<file path="config.mk">
export PLATFORM = sky130hd
export DESIGN_NAME = sirq_top
export DESIGN_NICKNAME = d
export VERILOG_FILES = /design/src/rtl/sirq_pkg.sv /design/src/rtl/sirq_chan.sv /design/src/rtl/sirq_vec.sv /design/src/rtl/sirq_top.sv
export SDC_FILE = /design/constraint.sdc
export NUM_CORES = 1
export LEC_CHECK = 0
export BUFFER_PORTS_ARGS = -buffer_cell sky130_fd_sc_hd__buf_2
export CORE_MARGIN = 1.5
export CORE_UTILIZATION = 56
export DETAILED_ROUTE_END_ITERATION = 10
export PLACE_DENSITY = 0.79
export SKIP_LAST_GASP = 1
export SLEW_MARGIN = 20
export SYNTH_ARGS = -nofsm -noshare
export SYNTH_HDL_FRONTEND = slang
export SYNTH_SLANG_ARGS = --single-unit
</file>
<file path="constraint.sdc">
create_clock -name clk -period 3 [get_ports clk]
set_input_delay 0.45 -clock clk [delete_from_list [all_inputs] [get_ports clk]]
set_output_delay 0.45 -clock clk [all_outputs]
set_load 0.01 [all_outputs]
</file>
<file path="src/rtl/sirq_pkg.sv">
package sirq_pkg;
  localparam int DW = 8;
  localparam int NCH = 2;
  localparam logic [3:0] IDX_CMD  = 4'd0;
  localparam logic [3:0] IDX_EN   = 4'd1;
  localparam logic [3:0] IDX_VEC  = 4'd2;
  localparam logic [3:0] IDX_MSTR = 4'd9;
  localparam logic [3:0] IDX_EXT  = 4'd15;
  localparam logic [2:0] CMD_CLR_EXT = 3'b010;
  localparam int BIT_CD = 3;
  localparam int BIT_MIE = 3;
  localparam int BIT_HIPOS = 4;
  localparam logic [2:0] CODE_CH0 = 3'd1;
  localparam logic [2:0] CODE_CH1 = 3'd5;
endpackage

</file>
<file path="src/rtl/sirq_chan.sv">
module sirq_chan
  import sirq_pkg::*;
(
  input  logic          clk,
  input  logic          rst,
  input  logic          cd_in,
  input  logic          wr_en,
  input  logic [3:0]    reg_idx,
  input  logic [DW-1:0] wr_data,
  output logic          req,
  output logic          cd_lvl,
  output logic [DW-1:0] stat
);
  logic en_r, cap_r, pend_r;
  logic [DW-1:0] stat_r;
  logic cd_q, edge_ev, clr_cmd;

  assign edge_ev = (cd_in != cd_q) && cap_r;
  assign clr_cmd = wr_en && (reg_idx == IDX_CMD) && (wr_data[5:3] == CMD_CLR_EXT);

  always_ff @(posedge clk) begin
    if (rst) begin
      en_r   <= 1'b0;
      cap_r  <= 1'b0;
      pend_r <= 1'b0;
      stat_r <= '0;
      cd_q   <= cd_in;
    end else begin
      cd_q <= cd_in;
      if (wr_en && reg_idx == IDX_EN)  en_r  <= wr_data[0];
      if (wr_en && reg_idx == IDX_EXT) cap_r <= wr_data[BIT_CD];
      if (edge_ev) begin
        pend_r         <= 1'b1;
        stat_r[BIT_CD] <= 1'b1;
      end else if (clr_cmd) begin
        pend_r <= 1'b0;
        stat_r <= '0;
      end
    end
  end

  assign req    = en_r && pend_r;
  assign cd_lvl = cd_q;
  assign stat   = stat_r;

  assert_pend_cause_R2: assert property (@(posedge clk) disable iff (rst)
    $rose(pend_r) |-> $past(cd_in != cd_q && cap_r));
  assert_steady_no_event_R3: assert property (@(posedge clk) disable iff (rst)
    ($past(cd_in == cd_q) && !$past(wr_en)) |-> $stable(stat_r));
endmodule

</file>
<file path="src/rtl/sirq_vec.sv">
module sirq_vec
  import sirq_pkg::*;
(
  input  logic [DW-1:0]  vec,
  input  logic           hi_pos,
  input  logic [NCH-1:0] req,
  output logic [DW-1:0]  vec_out
);
  logic [2:0] code;
  logic       any;

  always_comb begin
    any  = |req;
    code = req[0] ? CODE_CH0 : CODE_CH1;
    vec_out = vec;
    if (any) begin
      if (hi_pos) vec_out[6:4] = code;
      else        vec_out[3:1] = code;
    end
  end
endmodule

</file>
<file path="src/rtl/sirq_top.sv">
module sirq_top
  import sirq_pkg::*;
(
  input  logic          clk,
  input  logic          rst,
  input  logic          chan,
  input  logic [3:0]    reg_idx,
  input  logic          wr_en,
  input  logic [7:0]    wr_data,
  input  logic          rd_en,
  output logic [7:0]    rd_data,
  input  logic [1:0]    cd_in,
  output logic          irq,
  output logic          irq_chg
);
  logic [DW-1:0] vec_r, mstr_r, vec_mod, rd_r;
  logic [NCH-1:0] req, cd_lvl;
  logic [DW-1:0] stat [NCH];
  logic irq_r, chg_r, irq_d;

  for (genvar c = 0; c < NCH; c++) begin : g_ch
    sirq_chan u_ch (
      .clk(clk), .rst(rst), .cd_in(cd_in[c]),
      .wr_en(wr_en && (chan == c[0])), .reg_idx(reg_idx), .wr_data(wr_data),
      .req(req[c]), .cd_lvl(cd_lvl[c]), .stat(stat[c])
    );
  end

  sirq_vec u_vec (.vec(vec_r), .hi_pos(mstr_r[BIT_HIPOS]), .req(req), .vec_out(vec_mod));

  assign irq_d = mstr_r[BIT_MIE] && (|req);

  always_ff @(posedge clk) begin
    if (rst) begin
      vec_r  <= '0;
      mstr_r <= '0;
      rd_r   <= '0;
      irq_r  <= 1'b0;
      chg_r  <= 1'b0;
    end else begin
      if (wr_en && reg_idx == IDX_VEC)  vec_r  <= wr_data;
      if (wr_en && reg_idx == IDX_MSTR) mstr_r <= wr_data;
      irq_r <= irq_d;
      chg_r <= irq_d != irq_r;
      if (rd_en) begin
        case (reg_idx)
          IDX_CMD: rd_r <= {4'b0, cd_lvl[chan], 3'b0};
          IDX_VEC: rd_r <= chan ? vec_r : vec_mod;
          IDX_EXT: rd_r <= stat[chan];
          default: rd_r <= '0;
        endcase
      end
    end
  end

  assign rd_data = rd_r;
  assign irq     = irq_r;
  assign irq_chg = chg_r;

  assert_irq_gated_R6: assert property (@(posedge clk) disable iff (rst)
    irq_r |-> $past(mstr_r[BIT_MIE]));
  assert_chg_marks_R9: assert property (@(posedge clk) disable iff (rst)
    chg_r |-> (irq_r != $past(irq_r)));
  assert_chg_quiet_R9: assert property (@(posedge clk) disable iff (rst)
    !chg_r |-> (irq_r == $past(irq_r)));
  assert_rd_hold_R10: assert property (@(posedge clk) disable iff (rst)
    !$past(rd_en) |-> $stable(rd_r));
endmodule

</file>
==> flow_summary.yaml, run 1 <==
logic_synthesis:
  synth_compound_area_share_pct: 23.74
  syn-mean-instance-area_um2: 9.007
  syn_area_mm2: 0.001270
  netlist.area_leader.share_pct: 44.14
  synth-main-ff-cell: "dfxtp_1"
  yosysSeqAreaShare_pct: 44.14
  yosysTopAreaCell: "dfxtp_1"
  ys_ff_latch: 28
  synth_mux_area_share_pct: 1.576
  synth-xor-area-share_pct: 1.379
  syn_inst: 141
  syn_nets: 160
  synth_fa_ha_area_share_pct: 0
  synth_edf_count: 0
  netlist_top_cells_area: "dfxtp_1 (44%), a21oi_1 (8.7%), nand3_1 (5.5%)"
  yosys.area_share.simple_pct: 25.71
  synth_cell_types: 41
  async_flop_share_pct: 0
  ys_warn_count: 0
  synth_top_family_by_area: "simple AND/OR/NAND/NOR gates"
placed_design:
  io_buffers: 28
  dp.cells: 190
  place.gp.congestion: 0.7839
  hpwlAfterDp_um: 2082
timing:
  hold_viol_final: 0
  slew_headroom_pct: 59.54
  tightest_slew_ns: 0.6069
  totalNegativeSetupSlack_ns: 0
  setup_viol: 0
  slew_viol_final: 0
  rsz0062_at_grt: "false"
  fmax_ghz: 0.7169
  fin_crit_sh_pct: 46.49
  fin_crit_ns: 1.395
  skew_ns: 0.006652
clock_tree:
  cts-root-buf: "clkbuf_4"
  clk_path_buf_depth: 2
  numClockSinks: 28
  holdBufCountCts: 0
  cts_inserted_buffers: 3
  path_clk_slew_ns: 0.15
  clk_latency_ns: 0.33
  cts_max_level: 1
  cts_resized: 0
  tritoncts: "built"
  postCtsSetupRepairBufs: 0
power:
  ir_drop_mv: 0.2885
  power_density_mw_per_mm2: 462.4
  p_leak_nw: 0.5305
global_routing:
  grt_pass1_vias: 1064
  use_met1_pct: 31.83
  grt.total_usage_pct: 23.94
  grt_max_degree: 28
  grt_util_met2_pct: 40.35
  grt_use_met3_pct: 3.571
  antenna_found_initial: 0
  top_usage_layer: "met2"
  grt_pass1_wl_um: 4726
  overflow: 0
finish:
  syn2layout_area_growth_pct: 15.96
  fin_cells: 194
  drive_gt1_share_pct: 24.70
  fin_nets: 186
  postLayoutCoreUtil_pct: 67.88
  insertedDiodeCount: 0
floorplanning:
  die_h_um: 50.62
  io_pins: 29
  initial_core_util_pct: 58.54
  fp.dieW_um: 50.62
  dieArea_mm2: 0.002562
  coreArea_mm2: 0.002170
  rows: 17
detailed_routing:
  routed_wl_um: 2908
  drc: 0
  first_iter_violations: 37
  ant_nets: 0
  vias: 1198
  dr.pass1.iters: 4
  via_per_inst: 6.175
  wl_per_cell_um: 14.99
hold_path:
  hold_path_class: "in2reg"
  holdPathStages: 1
worst_setup_path:
  endpoint_kind: "register"
  cp_slowest_cell: "or4b_1"
  setup.worst_path.class: "in2reg"
  worst_ep_required_time_ns: 3.24
  r2r_cells: 3
  cp.arrival_ns: 1.64
  worstPathMaxFanout: 9
  cp-start-kind: "input port"
  max_stage_delay_ns: 0.71
  worstPathCellList: "buf_2 -> or4b_1 -> o32ai_1"
flow_run:
  maxCapViolations: 0
outcome:
  status: "finished, final reports clean"
==> worst max-delay path: cells and delay by family <==
family / cells / cell delay (ns)
compound gates: 1 / 0.34
buf+inv: 1 / 0.14
simple gates: 1 / 0.71
==> kinds of logic (layout without fill, tap and decap cells) <==
group	after synthesis	in the layout
xor gates and xnor gates	2	2
muxes	2	2
AOI/OAI and AO/OA	50	50
DFF	28	28
and+or+nand+nor	48	48
buffers and inverters	11	36
==> worst paths after layout <==
| path | slack [ns] | endpoint | from |
|---|---|---|---|
| setup / recovery | 1.61 | rd_data[4]$_SDFFE_PP0P_ | reg_idx[0] |
| hold / removal | 0.24 | g_ch[1].u_ch.cd_lvl$_DFF_P_ | cd_in[1] |
| setup reg to reg | 1.62 | rd_data[1]$_SDFFE_PP0P_ | g_ch[0].u_ch.stat[3]$_SDFFE_PP0P_ |
| hold reg to reg | 0.48 | rd_data[2]$_SDFFE_PP0P_ | rd_data[2]$_SDFFE_PP0P_ |
==> cell usage after synthesis (2+ instances only) <==
master     instances
dfxtp_1           28
a21oi_1           22
nand3_1           14
nand2b_1           8
o21ai_0            8
o21ai_1            7
clkbuf_1           5
nand2_1            4
inv_1              3
nand4_1            3
o2111ai_1          3
buf_2              2
mux2i_1            2
nand4bb_1          2
o31ai_1            2
or4b_1             2
xor2_1             2
==> through the flow <==
stage / instance area (um2) / total power (W) / hold WS (ns) / setup slack [ns]
after CTS: 1473 / 0.0006865 / 0.2414 / 1.602
after detailed placement: 1420 / 0.0004459 / 0.4508 / 1.252
after global placement: 1420 / 0.0004434 / 0.4443 / 1.294
final: 1473 / 0.0006809 / 0.2410 / 1.605
after floorplan: 1270 / 0.0004186 / 0.4329 / 1.480
after global routing: 1473 / 0.0007027 / 0.2251 / 1.508
==> cell type report <==
class                           instances  area [um2]
Timing Repair Buffer                   29       147.6
Multi-Input combinational cell        102       665.6
Sequential cell                        28       560.5
Clock buffer                            3       22.52
Fill cell                             206       696.9
Clock inverter                          1       30.03
Inverter                                3       11.26
Tap cell                               28       35.03
==> cells in the final DEF (no fill, tap or decap), types with 2 or more instances in the layout <==
cell type and count:
a21oi_1 22, buf_2 28, clkbuf_4 3, dfxtp_1 28, inv_1 3, mux2i_1 2
nand2_1 4, nand2b_1 8, nand3_1 14, nand4_1 3, nand4bb_1 2, o2111ai_1 3
o21ai_0 8, o21ai_1 7, o31ai_1 2, or4b_1 2, xor2_1 2
==> power by group <==
part           switching [W]  internal (W)
registers         0.00000295      0.000376
clock network       0.000107      0.000135
logic              0.0000372     0.0000224
==> state kept, by name, summed over array words and instances, names as in the netlist <==
name,count
rd_data,8
vec_r,8
g_ch.u_ch.cap_r,2
g_ch.u_ch.cd_lvl,2
g_ch.u_ch.en_r,2
g_ch.u_ch.stat,2
mstr_r,2
irq,1
irq_chg,1
==> routing by layer <==
layer	vias up	routed length [um]
li1	587	-
met1	553	1321
met2	53	1384
met3	5	172
met4	0	29
met5	-	0
(Power assumes the default switching activity.)
==> run 2: changes to the inputs <==
Settings changed: CORE_UTILIZATION 56 to 47, PLACE_DENSITY 0.79 to 0.71.
Clock period 3 ns to 1.26 ns, I/O delays scaled along.
==> run 2 against run 1 <==
Compared with the run above:
- hold slack lost 0.14 ns
- wire length grew 0.62%
- register-to-register slack worse by 1.5 ns
- clock skew shrank 0.0047 ns
- clock power grew 79%
- largest power group unchanged
- die area grew 18%
- critical endpoint is now irq_chg$_SDFF_PP0_
- sequential cell count did not move
- core utilization is 5.8 points lower
- clock-buffer cell count rose by 1
- cell area increased by 6.4%
- via count did not move
- combinational power grew to 2.8 times the previous value
==> flow_summary.yaml, run 2 (synthesized netlist as in run 1, its figures left out) <==
clock_tree:
  numClockSinks: 28
  clk_latency_ns: 0.32
  cts_max_level: 1
  path_clk_slew_ns: 0.15
  cts_inserted_buffers: 3
  cts-root-buf: "clkbuf_4"
  clk_path_buf_depth: 2
  tritoncts: "built"
detailed_routing:
  vias: 1198
  drc: 0
  first_iter_violations: 19
  wl_per_cell_um: 14.07
  via_per_inst: 5.760
  dr.pass1.iters: 4
  routed_wl_um: 2926
  ant_nets: 0
hold_path:
  hold_path_class: "in2reg"
finish:
  mostFrequentLayoutCells: "dfxtp_1 (28), buf_2 (28), a21oi_1 (22)"
  insertedDiodeCount: 0
  register_area_um2: 560.5
  postLayoutCoreUtil_pct: 62.10
  multi_input_area_um2: 665.6
  fillerInstances: 238
  syn2layout_area_growth_pct: 23.35
  fin_nets: 198
  drive_gt1_share_pct: 28.65
global_routing:
  grt.total_usage_pct: 21.53
  antenna_found_initial: 0
  grt_pass1_vias: 1078
  grt_max_degree: 18
  overflow: 0
  grt_pass1_wl_um: 4795
power:
  p_leak_nw: 0.5840
  power_density_mw_per_mm2: 957.7
  total_power_w: 0.001500
  ir_drop_mv: 0.5413
placed_design:
  dp_slack_ns: -0.1971
  io_buffers: 28
  hpwlAfterDp_um: 2217
  place.gp.congestion: 0.8266
timing:
  fin_hold_ws_ns: 0.1006
  hold_viol_final: 0
  fin_ws_ns: 0.09440
  skew_ns: 0.002000
  setup_viol: 0
  slew_viol_final: 0
  rsz0062_at_grt: "false"
  fin_crit_ns: 1.166
  slew_headroom_pct: 74.89
  tightest_slew_ns: 0.3714
  fin_crit_sh_pct: 92.51
  fmax_ghz: 0.8579
floorplanning:
  dieArea_mm2: 0.003023
  coreArea_mm2: 0.002522
  die_h_um: 54.98
  rows: 18
  initial_core_util_pct: 50.35
  io_pins: 29
  fp.dieW_um: 54.98
worst_setup_path:
  worstPathMaxFanout: 7
  endpoint_kind: "register"
  setup.worst_path.class: "reg2reg"
  cp-start-kind: "register"
  r2r_setup_slack_ns: 0.09
  cp.arrival_ns: 1.43
  worst_ep_required_time_ns: 1.52
outcome:
  status: "finished, final reports clean"
flow_run:
  maxCapViolations: 0
run 2: cell count changes in the layout (fill, tap and decap cells not counted), sizes merged:
| cell | before | now |
|---|---|---|
| buf | 29 | 39 |
| dlygate4sd3 | 0 | 2 |
| clkbuf | 3 | 4 |
| bufinv | 1 | 0 |
run 2: layer usage:
| metal | wire length [um] | vias up | part of all wire, % | GRT usage [%] |
|---|---|---|---|---|
| met5 | 0 | - | 0 | 0 |
| met4 | 10 | 0 | 0.34 | 5.691 |
| met3 | 136 | 2 | 4.6 | 2.419 |
| met2 | 1308 | 32 | 45 | 33.13 |
| met1 | 1470 | 554 | 50 | 31.83 |
| li1 | - | 610 | - | - |
run 2: area by class of cell:
cell class	count	area share, %
sequential	28	35.78
clock buffer	4	2.316
tap	30	2.396
timing repair buffer	41	16.29
multi-input combinational	102	42.49
inverter	3	0.7189
run 2: what timing repair did:
item                                    CTS  global route
endpoints found under the setup margin    0             0
hold buffers                              2             0
resized for setup                         0             0
buffers inserted                          0             0
endpoints found under the hold margin     2             0
run 2: worst max-delay path, cell delays in order, from the launching register on:
cell and delay (ns):
dfxtp_1 0.42, a22oi_1 0.09, buf_4 0.16, or3_1 0.30
a21oi_1 0.14
run 2: power breakdown:
part / internal (W) / switching, W / leakage (nW) / total [W]
Combinational: 0.0000727 / 0.0000916 / 0.336 / 0.000164
Sequential: 0.000896 / 0.00000687 / 0.227 / 0.000903
Clock: 0.000176 / 0.000256 / 0.0210 / 0.000433
run 2: metrics by stage:
step                      cells  cell area [um2]  setup TNS [ns]
after floorplan             141             1270               0
after global placement      202             1510          -2.050
after detailed placement    202             1510          -2.266
after CTS                   208             1567               0
after global routing        208             1567               0
final                       208             1567               0
run 2: path summary, 6_finish.rpt:
check                                    start                                end  depth (start not counted)
max          g_ch[1].u_ch.stat[3]$_SDFFE_PP0P_                 irq_chg$_SDFF_PP0_                          4
min                                 wr_data[2]              vec_r[2]$_SDFFE_PP0P_                          3
max reg2reg  g_ch[1].u_ch.stat[3]$_SDFFE_PP0P_                 irq_chg$_SDFF_PP0_                          4
min reg2reg    g_ch[1].u_ch.cap_r$_SDFFE_PP0P_  g_ch[1].u_ch.stat[3]$_SDFFE_PP0P_                          2
